==> src/rtl/regport_i2c_pkg.sv <==
package regport_i2c_pkg;

    typedef enum logic [3:0] {
        ST_IDLE,
        ST_ADDR,
        ST_ADDR_ACK,
        ST_MAP,
        ST_MAP_ACK,
        ST_WDATA,
        ST_WDATA_ACK,
        ST_RDATA,
        ST_RACK
    } tgt_state_e;

endpackage

==> src/rtl/i2c_pin_sync.sv <==
module i2c_pin_sync #(
    parameter int STAGES = 2
) (
    input  logic clk,
    input  logic rst_n,
    input  logic scl_i,
    input  logic sda_i,
    output logic scl_o,
    output logic sda_o,
    output logic scl_rise_o,
    output logic scl_fall_o,
    output logic start_o,
    output logic stop_o
);
    localparam int LINES = 2;

    logic [LINES-1:0] raw;
    logic [LINES-1:0] synced;
    logic [LINES-1:0] prev_q;

    assign raw = {sda_i, scl_i};

    for (genvar g = 0; g < LINES; g++) begin : g_line
        logic [STAGES-1:0] chain_q;
        always_ff @(posedge clk or negedge rst_n) begin
            if (!rst_n) chain_q <= '1;
            else        chain_q <= {chain_q[STAGES-2:0], raw[g]};
        end
        assign synced[g] = chain_q[STAGES-1];
    end

    always_ff @(posedge clk or negedge rst_n) begin
        if (!rst_n) prev_q <= '1;
        else        prev_q <= synced;
    end

    assign scl_o      = synced[0];
    assign sda_o      = synced[1];
    assign scl_rise_o = synced[0] & ~prev_q[0];
    assign scl_fall_o = ~synced[0] & prev_q[0];
    assign start_o    = synced[0] & prev_q[0] & prev_q[1] & ~synced[1];
    assign stop_o     = synced[0] & prev_q[0] & ~prev_q[1] & synced[1];

endmodule

==> src/rtl/i2c_target_fsm.sv <==
module i2c_target_fsm
    import regport_i2c_pkg::*;
#(
    parameter int          PTR_W      = 7,
    parameter int          DATA_W     = 8,
    parameter int          PREFIX_W   = 6,
    parameter logic [PREFIX_W-1:0] DEV_PREFIX = 6'b100101
) (
    input  logic              clk,
    input  logic              rst_n,
    input  logic              scl_lvl,
    input  logic              sda_lvl,
    input  logic              scl_rise,
    input  logic              scl_fall,
    input  logic              start_det,
    input  logic              stop_det,
    input  logic              strap_i,
    input  logic [DATA_W-1:0] rdata_i,
    output logic              sda_oe_o,
    output logic [PTR_W-1:0]  ptr_o,
    output logic [DATA_W-1:0] wdata_o,
    output logic              we_o
);
    localparam int CNT_W = $clog2(DATA_W + 1);
    localparam logic [CNT_W-1:0] LAST_BIT = CNT_W'(DATA_W - 1);
    localparam logic [CNT_W-1:0] FULL     = CNT_W'(DATA_W);

    typedef struct packed {
        tgt_state_e        st;
        logic [CNT_W-1:0]  cnt;
        logic [DATA_W-1:0] sh;
        logic [DATA_W-1:0] txb;
        logic [PTR_W-1:0]  ptr;
        logic              incr;
        logic              rw;
        logic              nack;
        logic              oe;
        logic              we;
        logic [DATA_W-1:0] wdata;
    } fsm_t;

    fsm_t q, d;
    logic addr_match;

    assign addr_match = (q.sh[DATA_W-1:1] == {DEV_PREFIX, strap_i});

    always_comb begin
        d    = q;
        d.we = 1'b0;
        if (stop_det) begin
            d.st = ST_IDLE;
            d.oe = 1'b0;
        end else if (start_det) begin
            d.st  = ST_ADDR;
            d.cnt = '0;
            d.oe  = 1'b0;
        end else begin
            case (q.st)
                ST_ADDR, ST_MAP, ST_WDATA: begin
                    if (scl_rise && q.cnt < FULL) begin
                        d.sh  = {q.sh[DATA_W-2:0], sda_lvl};
                        d.cnt = q.cnt + 1'b1;
                        if (q.st == ST_WDATA && q.cnt == LAST_BIT) begin
                            d.we    = 1'b1;
                            d.wdata = {q.sh[DATA_W-2:0], sda_lvl};
                        end
                    end else if (scl_fall && q.cnt == FULL) begin
                        case (q.st)
                            ST_ADDR: begin
                                if (addr_match) begin
                                    d.st = ST_ADDR_ACK;
                                    d.oe = 1'b1;
                                    d.rw = q.sh[0];
                                end else begin
                                    d.st = ST_IDLE;
                                end
                            end
                            ST_MAP: begin
                                d.ptr  = q.sh[PTR_W-1:0];
                                d.incr = q.sh[DATA_W-1];
                                d.st   = ST_MAP_ACK;
                                d.oe   = 1'b1;
                            end
                            default: begin
                                if (q.incr) d.ptr = q.ptr + 1'b1;
                                d.st = ST_WDATA_ACK;
                                d.oe = 1'b1;
                            end
                        endcase
                    end
                end
                ST_ADDR_ACK: begin
                    if (scl_fall) begin
                        d.cnt = '0;
                        if (q.rw) begin
                            d.st  = ST_RDATA;
                            d.txb = rdata_i;
                            d.oe  = ~rdata_i[DATA_W-1];
                        end else begin
                            d.st = ST_MAP;
                            d.oe = 1'b0;
                        end
                    end
                end
                ST_MAP_ACK, ST_WDATA_ACK: begin
                    if (scl_fall) begin
                        d.st  = ST_WDATA;
                        d.oe  = 1'b0;
                        d.cnt = '0;
                    end
                end
                ST_RDATA: begin
                    if (scl_fall) begin
                        if (q.cnt == LAST_BIT) begin
                            d.st = ST_RACK;
                            d.oe = 1'b0;
                            if (q.incr) d.ptr = q.ptr + 1'b1;
                        end else begin
                            d.txb = {q.txb[DATA_W-2:0], 1'b0};
                            d.oe  = ~q.txb[DATA_W-2];
                            d.cnt = q.cnt + 1'b1;
                        end
                    end
                end
                ST_RACK: begin
                    if (scl_rise) begin
                        d.nack = sda_lvl;
                    end else if (scl_fall) begin
                        if (q.nack) begin
                            d.st = ST_IDLE;
                        end else begin
                            d.st  = ST_RDATA;
                            d.txb = rdata_i;
                            d.oe  = ~rdata_i[DATA_W-1];
                            d.cnt = '0;
                        end
                    end
                end
                default: ;
            endcase
        end
    end

    always_ff @(posedge clk or negedge rst_n) begin
        if (!rst_n) begin
            q <= '{st: ST_IDLE, cnt: '0, sh: '0, txb: '0, ptr: '0,
                   incr: 1'b0, rw: 1'b0, nack: 1'b0, oe: 1'b0,
                   we: 1'b0, wdata: '0};
        end else begin
            q <= d;
        end
    end

    assign sda_oe_o = q.oe;
    assign ptr_o    = q.ptr;
    assign wdata_o  = q.wdata;
    assign we_o     = q.we;

    AST_ACK_NEEDS_MATCH: assert property (@(posedge clk) disable iff (!rst_n)
        (q.st == ST_ADDR_ACK) |-> (q.sh[DATA_W-1:1] == {DEV_PREFIX, strap_i}));
    AST_WE_ONE_CYCLE: assert property (@(posedge clk) disable iff (!rst_n)
        q.we |=> !q.we);
    AST_WE_IN_DATA_PHASE: assert property (@(posedge clk) disable iff (!rst_n)
        q.we |-> (q.st == ST_WDATA));
    AST_PTR_MOVES_ONLY_ALLOWED: assert property (@(posedge clk) disable iff (!rst_n)
        (q.ptr != $past(q.ptr)) |-> ($past(q.st) == ST_MAP || $past(q.incr)));
    AST_IDLE_RELEASED: assert property (@(posedge clk) disable iff (!rst_n)
        (q.st == ST_IDLE) |-> !q.oe);
    AST_OE_RISE_SCL_LOW: assert property (@(posedge clk) disable iff (!rst_n)
        $rose(q.oe) |-> !scl_lvl);

endmodule

==> src/rtl/regport_i2c_target.sv <==
module regport_i2c_target #(
    parameter int SYNC_STAGES = 2,
    parameter int PTR_W       = 7,
    parameter int DATA_W      = 8
) (
    input  logic              clk,
    input  logic              rst_n,
    input  logic              scl_i,
    input  logic              sda_i,
    output logic              sda_oe_o,
    input  logic              addr_strap_i,
    output logic [PTR_W-1:0]  rf_addr_o,
    output logic [DATA_W-1:0] rf_wdata_o,
    output logic              rf_we_o,
    input  logic [DATA_W-1:0] rf_rdata_i
);
    logic scl_s, sda_s, scl_rise, scl_fall, start_det, stop_det;

    i2c_pin_sync #(.STAGES(SYNC_STAGES)) u_sync (
        .clk        (clk),
        .rst_n      (rst_n),
        .scl_i      (scl_i),
        .sda_i      (sda_i),
        .scl_o      (scl_s),
        .sda_o      (sda_s),
        .scl_rise_o (scl_rise),
        .scl_fall_o (scl_fall),
        .start_o    (start_det),
        .stop_o     (stop_det)
    );

    i2c_target_fsm #(.PTR_W(PTR_W), .DATA_W(DATA_W)) u_fsm (
        .clk       (clk),
        .rst_n     (rst_n),
        .scl_lvl   (scl_s),
        .sda_lvl   (sda_s),
        .scl_rise  (scl_rise),
        .scl_fall  (scl_fall),
        .start_det (start_det),
        .stop_det  (stop_det),
        .strap_i   (addr_strap_i),
        .rdata_i   (rf_rdata_i),
        .sda_oe_o  (sda_oe_o),
        .ptr_o     (rf_addr_o),
        .wdata_o   (rf_wdata_o),
        .we_o      (rf_we_o)
    );

endmodule

==> config.mk <==
export PLATFORM = sky130hd
export DESIGN_NAME = regport_i2c_target
export DESIGN_NICKNAME = d
export VERILOG_FILES = /design/src/rtl/regport_i2c_pkg.sv /design/src/rtl/i2c_pin_sync.sv /design/src/rtl/i2c_target_fsm.sv /design/src/rtl/regport_i2c_target.sv
export SDC_FILE = /design/constraint.sdc
export NUM_CORES = 1
export LEC_CHECK = 0
export BUFFER_PORTS_ARGS = -buffer_cell sky130_fd_sc_hd__buf_2
export CAP_MARGIN = 20
export CORE_UTILIZATION = 46
export DETAILED_ROUTE_END_ITERATION = 8
export GPL_TIMING_DRIVEN = 0
export SKIP_CTS_REPAIR_TIMING = 1
export SLEW_MARGIN = 20
export SYNTH_ARGS = -nofsm -noshare
export SYNTH_HDL_FRONTEND = slang
export SYNTH_SLANG_ARGS = --single-unit
==> constraint.sdc <==
create_clock -name clk -period 5.2 [get_ports clk]
set_input_delay 0.26 -clock clk [delete_from_list [all_inputs] [get_ports clk]]
set_output_delay 0.26 -clock clk [all_outputs]
set_load 0.03 [all_outputs]
==> flow_summary.ini, run 1 <==
[critical_path]
crit_arrival_ns = 2.56
worst-path-max-fanout = 9
crit_path_start_kind = flip-flop
worstSetupPathType = reg -> reg
end_kind = flip-flop
crit_required_ns = 5.43

[worst_hold_path]
hold_class = in -> reg

[timing]
rsz0062_at_grt = no
max_freq_mhz = 429
finalSetupViolations = 0
worst_pin_slew_ns = 0.736
clock_skew_ns = 0.0133
min_period_ns = 2.33
hold_violations = 0
max_slew_margin_pct = 50.9
period_share_pct = 44.8
hold_slack_ns = 0.0461
drv_slew = 0
tns_ns = 0

[layout]
final_cell_mix = dfrtp_1, buf_2, nand2_1, buf_4
mostFrequentLayoutCell = dfrtp_1
antenna_cells = 0
syn_to_final_growth_pct = 12.7
fillers = 561
layout-drive-gt1-share_pct = 29.2
final_nets = 340
final_area_um2 = 3220

[outcome]
status = finished, final reports clean

[routing]
drt_first_iter_violations = 205
ant_nets = 0
first_pass_iters = 4
wl_per_cell_um = 16.8
drc_errors = 0
wl_mm = 6.72
vias_per_cell = 5.81
vias = 2322

[synthesis]
synth_area_per_cell_um2 = 10.0
yosysTopAreaCell = dfrtp_1
synth_ff_type = dfrtp_1
synth_edf_count = 0
synth_top_area_share_pct = 37.6
syn_nets = 302
synth_async_sr_flop_share_pct = 100
synth_area_leaders = dfrtp_1, dfstp_2, buf_4
synth-seq-cells = 49
ys_seq_area_share_pct = 43.1
ys_warn_count = 0
synth_area_um2 = 2860
synth_cell_types = 69
synth_cells = 286

[global_routing]
grt_pass1_wl_mm = 10.9
grt_max_degree = 33
antenna_found_initial = 0
met2_usage_pct = 35.0
grt.busiest_layer = met2
grt_pass1_vias = 2141
grt.total_usage_pct = 21.9
gr-total-overflow = 0
use_met3_pct = 3.03
use_met1_pct = 30.9

[clocking]
cts_tree = yes
clock_path_buffers = 2
worstSkewPairLatency_ns = 0.31
cts_sinks = 49
clock-root-buffer = clkbuf_8
cts.clk_slew.worst_paths_ns = 0.10
h-tree-depth = 2
numCtsBuffers = 5

[pwr]
peakVddDrop_mv = 0.231
p_comb_share_pct = 45.6
intPower_mw = 0.867
power_density_nw_per_um2 = 463
pwr-share-clk_pct = 16.4
swShare_pct = 41.9
power.switching_mw = 0.625
p_seq_share_pct = 38.0
p_leak_nw = 1.51
power_mw = 1.49

[floorplan]
die_x_um = 80.9
core_area_um2 = 5960
initial_utilization_pct = 48.0
chipHeight_um = 80.9
io_pins = 30
die-area_um2 = 6540
num_rows = 28

[placed_design]
io_buffers = 29
dpl_cell_area_um2 = 3120
hpwl_mm = 4.85
gp_congestion = 0.904

[job]
cap_viol_max_count = 0
==> cell type report <==
type                       instances  area, µm²  share of cell area [%]
buffer                            31        208                    6.44
clock buffer                       5       68.8                    2.13
clock inverter                     3       26.3                   0.815
inverter                          14       52.6                    1.63
multi-input combinational        192       1370                    42.4
sequential                        49       1230                    38.3
tap                               75       93.8                    2.91
timing repair buffer              31        175                    5.43
==> logic make-up (layout without fill, tap and decap cells) <==
logic type | count (synthesis) | in the layout | share of synthesized area [%]
and+or+nand+nor | 89 | 89 | 18.5
adders and majority gates | 4 | 4 | 1.66
AOI/OAI and AO/OA | 75 | 75 | 18.5
buffers and inverters | 45 | 84 | 9.10
DFF | 49 | 49 | 43.1
muxes | 22 | 22 | 8.49
xor gates and xnor gates | 2 | 2 | 0.613
==> synthesized netlist by cell type (2+ instances only) <==
| master | instances |
|---|---|
| nor2_1 | 7 |
| o21ai_0 | 7 |
| dfstp_2 | 6 |
| nand2_1 | 30 |
| o31ai_1 | 2 |
| o22ai_1 | 4 |
| nand2b_1 | 4 |
| o2111ai_1 | 3 |
| buf_6 | 2 |
| nand3b_1 | 3 |
| buf_4 | 17 |
| nor2b_1 | 2 |
| a21o_1 | 3 |
| a32oi_1 | 4 |
| and3_1 | 3 |
| mux2i_1 | 4 |
| ha_1 | 3 |
| a32o_1 | 4 |
| dfrtp_1 | 43 |
| o211ai_1 | 3 |
| a31oi_1 | 13 |
| a21oi_1 | 12 |
| mux2_2 | 10 |
| nor3b_1 | 3 |
| nand3_1 | 8 |
| clkbuf_1 | 2 |
| buf_2 | 10 |
| inv_1 | 13 |
| nor3_1 | 5 |
| a211oi_1 | 2 |
| o22a_1 | 3 |
| nand4_1 | 3 |
| or2_2 | 2 |
| mux2_1 | 8 |
| a2bb2oi_1 | 2 |
| nor4_1 | 3 |
==> flip-flops by register name (all words and copies together), names as in the netlist <==
register	flops
u_fsm.ptr_o	7
u_fsm.q	26
u_fsm.sda_oe_o	1
u_fsm.wdata_o	8
u_fsm.we_o	1
u_sync.g_line.chain_q	4
u_sync.prev_q	2
==> critical path: stages, from the launching register on <==
cell,delay (ns)
dfstp_2,0.62
xnor2_1,0.19
nor2_1,0.17
a21oi_1,0.60
and3_1,0.26
buf_2,0.19
mux2i_1,0.22
==> power by group through the flow <==
stage / Sequential, mW / Combinational, mW / Clock (mW)
final: 0.567 / 0.681 / 0.245
after global routing: 0.582 / 0.745 / 0.265
after CTS: 0.567 / 0.676 / 0.250
after detailed placement: 0.574 / 0.672 / 0
after global placement: 0.573 / 0.660 / 0
after floorplan: 0.550 / 0.521 / 0
==> routing by layer <==
metal,share of wire [%],up-vias
met5,0,-
met1,47,1130
met2,47,57
met4,2.0,0
li1,-,1121
met3,3.6,14
==> final timing paths <==
check	start	end	slack, ns	depth (start not counted)
max	u_sync.g_line[1].chain_q[1]	u_fsm.q[20]	2.87	6
min	sda_i	u_sync.g_line[1].chain_q[0]	0.05	1
max reg2reg	u_sync.g_line[1].chain_q[1]	u_fsm.q[20]	2.87	6
min reg2reg	u_sync.g_line[0].chain_q[0]	u_sync.g_line[0].chain_q[1]	0.36	0
max in group asynchronous	rst_n	u_sync.g_line[0].chain_q[0]	4.20	3
min in group asynchronous	rst_n	u_fsm.q[10]	0.41	2
==> stage by stage <==
stage,setup slack [ns],instances,util [%]
CTS,2.88,399,54.0
detailed placement,2.89,391,52.4
floorplan,3.29,286,-
global placement,2.96,390,52.0
global route,2.69,400,54.1
finish,2.87,400,54.1
No activity file was read; power rests on OpenSTA's default activity.
==> run 2: changes to the inputs <==
==> constraint.sdc (replaced) <==
create_clock -name clk -period 2.36 [get_ports clk]
set_input_delay 0.118 -clock clk [delete_from_list [all_inputs] [get_ports clk]]
set_output_delay 0.118 -clock clk [all_outputs]
set_load 0.03 [all_outputs]
==> run 2 against run 1 <==
Net effect:
- fmax increased by 4.1%
- final area increased by 0.82%
- flip-flop and latch count unchanged
- wire length about the same
- utilization increased by 0.44 points
- clock skew decreased by 0.00081 ns
- register-to-register slack got worse by 2.7 ns
- via count increased by 0.22%
- sequential share of layout area decreased by 0.31 points
- non-clock buffer count increased by 2
==> flow_summary.ini, run 2 (synthesized netlist as in run 1, its figures left out) <==
[layout]
regMostFlops = u_fsm.q
seqCellArea_um2 = 1230
final_cell_mix = dfrtp_1, buf_2, nand2_1, buf_4
layout-drive-gt1-share_pct = 29.7
multi_input_area_um2 = 1370
instances_no_fill = 402
syn_to_final_growth_pct = 13.6
fillers = 559
largest_register_ff_count = 26
mostFrequentLayoutCell = dfrtp_1
final_nets = 342
antenna_cells = 0

[critical_path]
end_kind = flip-flop
worstSetupPathType = reg -> reg
worst-path-max-fanout = 10
crit_required_ns = 2.55
crit_path_start_kind = flip-flop
crit_arrival_ns = 2.42

[floorplan]
chipHeight_um = 80.9
die_x_um = 80.9
num_rows = 28
io_pins = 30
initial_utilization_pct = 48.0
die-area_um2 = 6540
core_area_um2 = 5960

[worst_hold_path]
hold_class = in -> reg

[routing]
top_layer = met4
drt_first_iter_violations = 216
wl_mm = 6.73
ant_nets = 0
first_pass_iters = 4
wl_met3_um = 239
wl_met1_mm = 3.11
drc_errors = 0
vias_per_cell = 5.79
wl_per_cell_um = 16.7
vias = 2327
met2_length_mm = 3.31

[timing]
period_share_pct = 94.8
worst_slack_ns = 0.123
hold_violations = 0
clock_skew_ns = 0.0125
rsz0062_at_grt = no
max_slew_margin_pct = 55.2
max_freq_mhz = 447
worst_pin_slew_ns = 0.667
min_period_ns = 2.24
drv_slew = 0
finalSetupViolations = 0
tns_ns = 0

[placed_design]
gp_congestion = 0.904
place_ws_ns = 0.0489
hpwl_mm = 4.85
placedCellCount = 391
io_buffers = 29

[pwr]
peakVddDrop_mv = 0.509
p_leak_nw = 1.52
power_mw = 3.29
power_density_nw_per_um2 = 1010

[clocking]
cts.clk_slew.worst_paths_ns = 0.11
numCtsBuffers = 5
clock_path_buffers = 2
worstSkewPairLatency_ns = 0.31
h-tree-depth = 2
cts_tree = yes
clock-root-buffer = clkbuf_8
cts_sinks = 49

[global_routing]
grt.total_usage_pct = 21.9
grt_max_degree = 33
grt_pass1_wl_mm = 10.9
grt_pass1_vias = 2141
antenna_found_initial = 0
gr-total-overflow = 0

[outcome]
status = finished, final reports clean

[job]
cap_viol_max_count = 0
## run 2: cell types whose count changed in the layout (fill, tap and decap cells not counted), sizes merged
cell / previous run / this run
dlygate4sd3: 1 / 3
## run 2: worst paths after layout
check,from,to,slack (ns),cells after the start
max,u_sync.prev_q[0],u_fsm.ptr_o[3],0.12,7
min,rf_rdata_i[2],u_fsm.q[22],0.05,3
max reg2reg,u_sync.prev_q[0],u_fsm.ptr_o[3],0.12,7
min reg2reg,u_sync.g_line[0].chain_q[0],u_sync.g_line[0].chain_q[1],0.36,0
max in group asynchronous,rst_n,u_sync.g_line[0].chain_q[0],1.49,3
min in group asynchronous,rst_n,u_fsm.q[10],0.27,2
## run 2: final cells by class
class	instances	share of cell area, %
multi-input combinational	192	42.2
sequential	49	38.0
buffer	31	6.39
timing repair buffer	33	6.00
tap	75	2.89
clock buffer	5	2.12
inverter	14	1.62
clock inverter	3	0.808
## run 2: metrics by stage
step | instance area, µm² | utilization (%) | hold slack, ns
finish | 3250 | 54.6 | 0.0493
global route | 3250 | 54.6 | 0.0558
CTS | 3210 | 54.0 | -0.238
detailed placement | 3120 | 52.4 | 0.0942
global placement | 3100 | 52.0 | 0.223
floorplan | 2860 | - | -0.178
## run 2: report_power, final
group	internal, mW	switching, mW
sequential	1.05	0.201
clock	0.221	0.317
combinational	0.646	0.857
total	1.91	1.38
## run 2: worst max-delay path, stage by stage (launching register included)
cell and delay (ns):
dfstp_2 0.53, buf_2 0.20, nand2b_1 0.17, o41ai_1 0.41, o2111ai_1 0.29, buf_2 0.27, a21oi_1 0.14, o22ai_1 0.10
## run 2: routing by layer
layer  track usage [%]  vias up
li1                  -     1125
met1              30.9     1142
met2              35.0       51
met3              3.03        9
met4              6.25        0
met5                 0        -
==> run 3: changes to the inputs <==
--- a/config.mk
+++ b/config.mk
@@ -9,7 +9,7 @@
 export CAP_MARGIN = 20
 export CORE_UTILIZATION = 46
 export DETAILED_ROUTE_END_ITERATION = 8
-export GPL_TIMING_DRIVEN = 0
+export PLACE_DENSITY = 0.67
 export SKIP_CTS_REPAIR_TIMING = 1
 export SLEW_MARGIN = 20
 export SYNTH_ARGS = -nofsm -noshare
==> constraint.sdc (replaced) <==
create_clock -name clk -period 2 [get_ports clk]
set_input_delay 0.1 -clock clk [delete_from_list [all_inputs] [get_ports clk]]
set_output_delay 0.1 -clock clk [all_outputs]
set_load 0.03 [all_outputs]
==> run 3 against run 2 <==
Net effect:
- first-iteration DRC count rose by 2.8%
- power rose by 22%
- global-route usage rose by 0.80 points
- clock power rose by 18%
- sequential share of layout area fell by 0.96 points
- clock skew barely moved
- critical path type unchanged
- critical endpoint is now u_fsm.wdata_o[0]
- largest cell class unchanged
==> flow_summary.ini, run 3 (synthesized netlist as in run 1, its figures left out) <==
[timing]
max_freq_mhz = 514
worst_pin_slew_ns = 0.650
finalSetupViolations = 0
max_slew_margin_pct = 56.6
period_share_pct = 97.3
drv_slew = 0
clock_skew_ns = 0.0127
hold_violations = 0
rsz0062_at_grt = yes
min_period_ns = 1.95

[global_routing]
gr-total-overflow = 0
grt_pass1_wl_mm = 11.2
grt_max_degree = 50
grt_pass1_vias = 2250
grt.total_usage_pct = 22.7
antenna_found_initial = 0

[routing]
first_pass_iters = 4
vias_per_cell = 5.91
drt_first_iter_violations = 222
ant_nets = 0
wl_mm = 7.01
wl_per_cell_um = 17.3
vias = 2401
drc_errors = 0

[layout]
mostFrequentLayoutCell = dfrtp_1
fillers = 562
largest_register_ff_count = 26
syn_to_final_growth_pct = 17.1
regMostFlops = u_fsm.q
final_area_um2 = 3350
layout-drive-gt1-share_pct = 35.6
antenna_cells = 0
final_nets = 346
final_cell_mix = dfrtp_1, buf_4, nand2_1, buf_2

[critical_path]
worst-path-max-fanout = 9
end_kind = flip-flop
slowest_stage = dfstp_2
worstPathCellList = buf_6, buf_4, nor3b_2, nand2_1, or4_1, buf_4, mux2_1
rr_worst_depth = 7
crit_required_ns = 2.20
crit_top_cell = buf_4
crit_arrival_ns = 2.14
slowest_delay_ns = 0.41
crit_path_start_kind = flip-flop
worstSetupPathType = reg -> reg

[floorplan]
initial_utilization_pct = 48.0
io_pins = 30
die_x_um = 80.9
num_rows = 28
die-area_um2 = 6540
core_area_um2 = 5960
chipHeight_um = 80.9

[clocking]
clock-root-buffer = clkbuf_8
h-tree-depth = 2
numCtsBuffers = 5
clock_path_buffers = 2
cts_sinks = 49
cts_tree = yes
cts.clk_slew.worst_paths_ns = 0.11
worstSkewPairLatency_ns = 0.31

[job]
cap_viol_max_count = 0

[worst_hold_path]
min_path_cells = 3
hold_class = in -> reg

[placed_design]
gp_congestion = 0.942
hpwl_mm = 5.05
io_buffers = 29
dpl_cell_area_um2 = 3140

[pwr]
power_density_nw_per_um2 = 1200
peakVddDrop_mv = 0.624
power_mw = 4.00
p_leak_nw = 1.53

[outcome]
status = finished, final reports clean
run 3: final timing paths:
check | start | end | slack (ns)
max | u_sync.prev_q[0] | u_fsm.wdata_o[0] | 0.05
min reg2reg | u_sync.g_line[0].chain_q[0] | u_sync.g_line[0].chain_q[1] | 0.36
max in group asynchronous | rst_n | u_fsm.q[41] | 1.12
max reg2reg | u_sync.prev_q[0] | u_fsm.wdata_o[0] | 0.05
min in group asynchronous | rst_n | u_fsm.ptr_o[0] | 0.43
min | rf_rdata_i[2] | u_fsm.q[22] | 0.03
run 3: worst max-delay path: cells and delay by family (launching register included):
kind / cells / cell delay (ns)
buf+inv: 3 / 0.45
simple gates: 3 / 0.68
mux: 1 / 0.31
flops: 1 / 0.41
run 3: metrics by stage:
stage	util, %	std cells	setup slack [ns]	setup TNS [ns]	hold slack, ns
final	56.2	406	0.0532	0	0.0263
after global routing	56.2	406	-0.00292	-0.00292	0.0303
after CTS	54.3	400	0.0168	0	-0.132
after detailed placement	52.7	392	0.0545	0	0.208
after global placement	52.7	392	0.0426	0	0.207
after floorplan	-	286	0.0865	0	-0.196
run 3: power by group:
group          switching, mW  leakage, nW  internal, mW
Clock                  0.375       0.0506         0.262
Combinational          0.975        0.868         0.841
Sequential             0.308        0.616          1.24
run 3: per-layer routing:
metal  global-route usage (%)  part of all wire (%)  wire, µm
met5                        0                     0         0
met4                     7.14                   1.9       130
met2                     36.6                    50      3470
met1                     30.5                    44      3110
met3                     4.61                   4.3       298
run 3: final cells by class:
| class | instances | area, µm² | share of cell area (%) |
|---|---|---|---|
| Multi-Input combinational cell | 192 | 1420 | 42.3 |
| Sequential cell | 49 | 1240 | 37.0 |
| Tap cell | 75 | 93.8 | 2.80 |
| Inverter | 14 | 52.6 | 1.57 |
| Clock buffer | 5 | 68.8 | 2.06 |
| Timing Repair Buffer | 68 | 449 | 13.4 |
| Clock inverter | 3 | 28.8 | 0.859 |
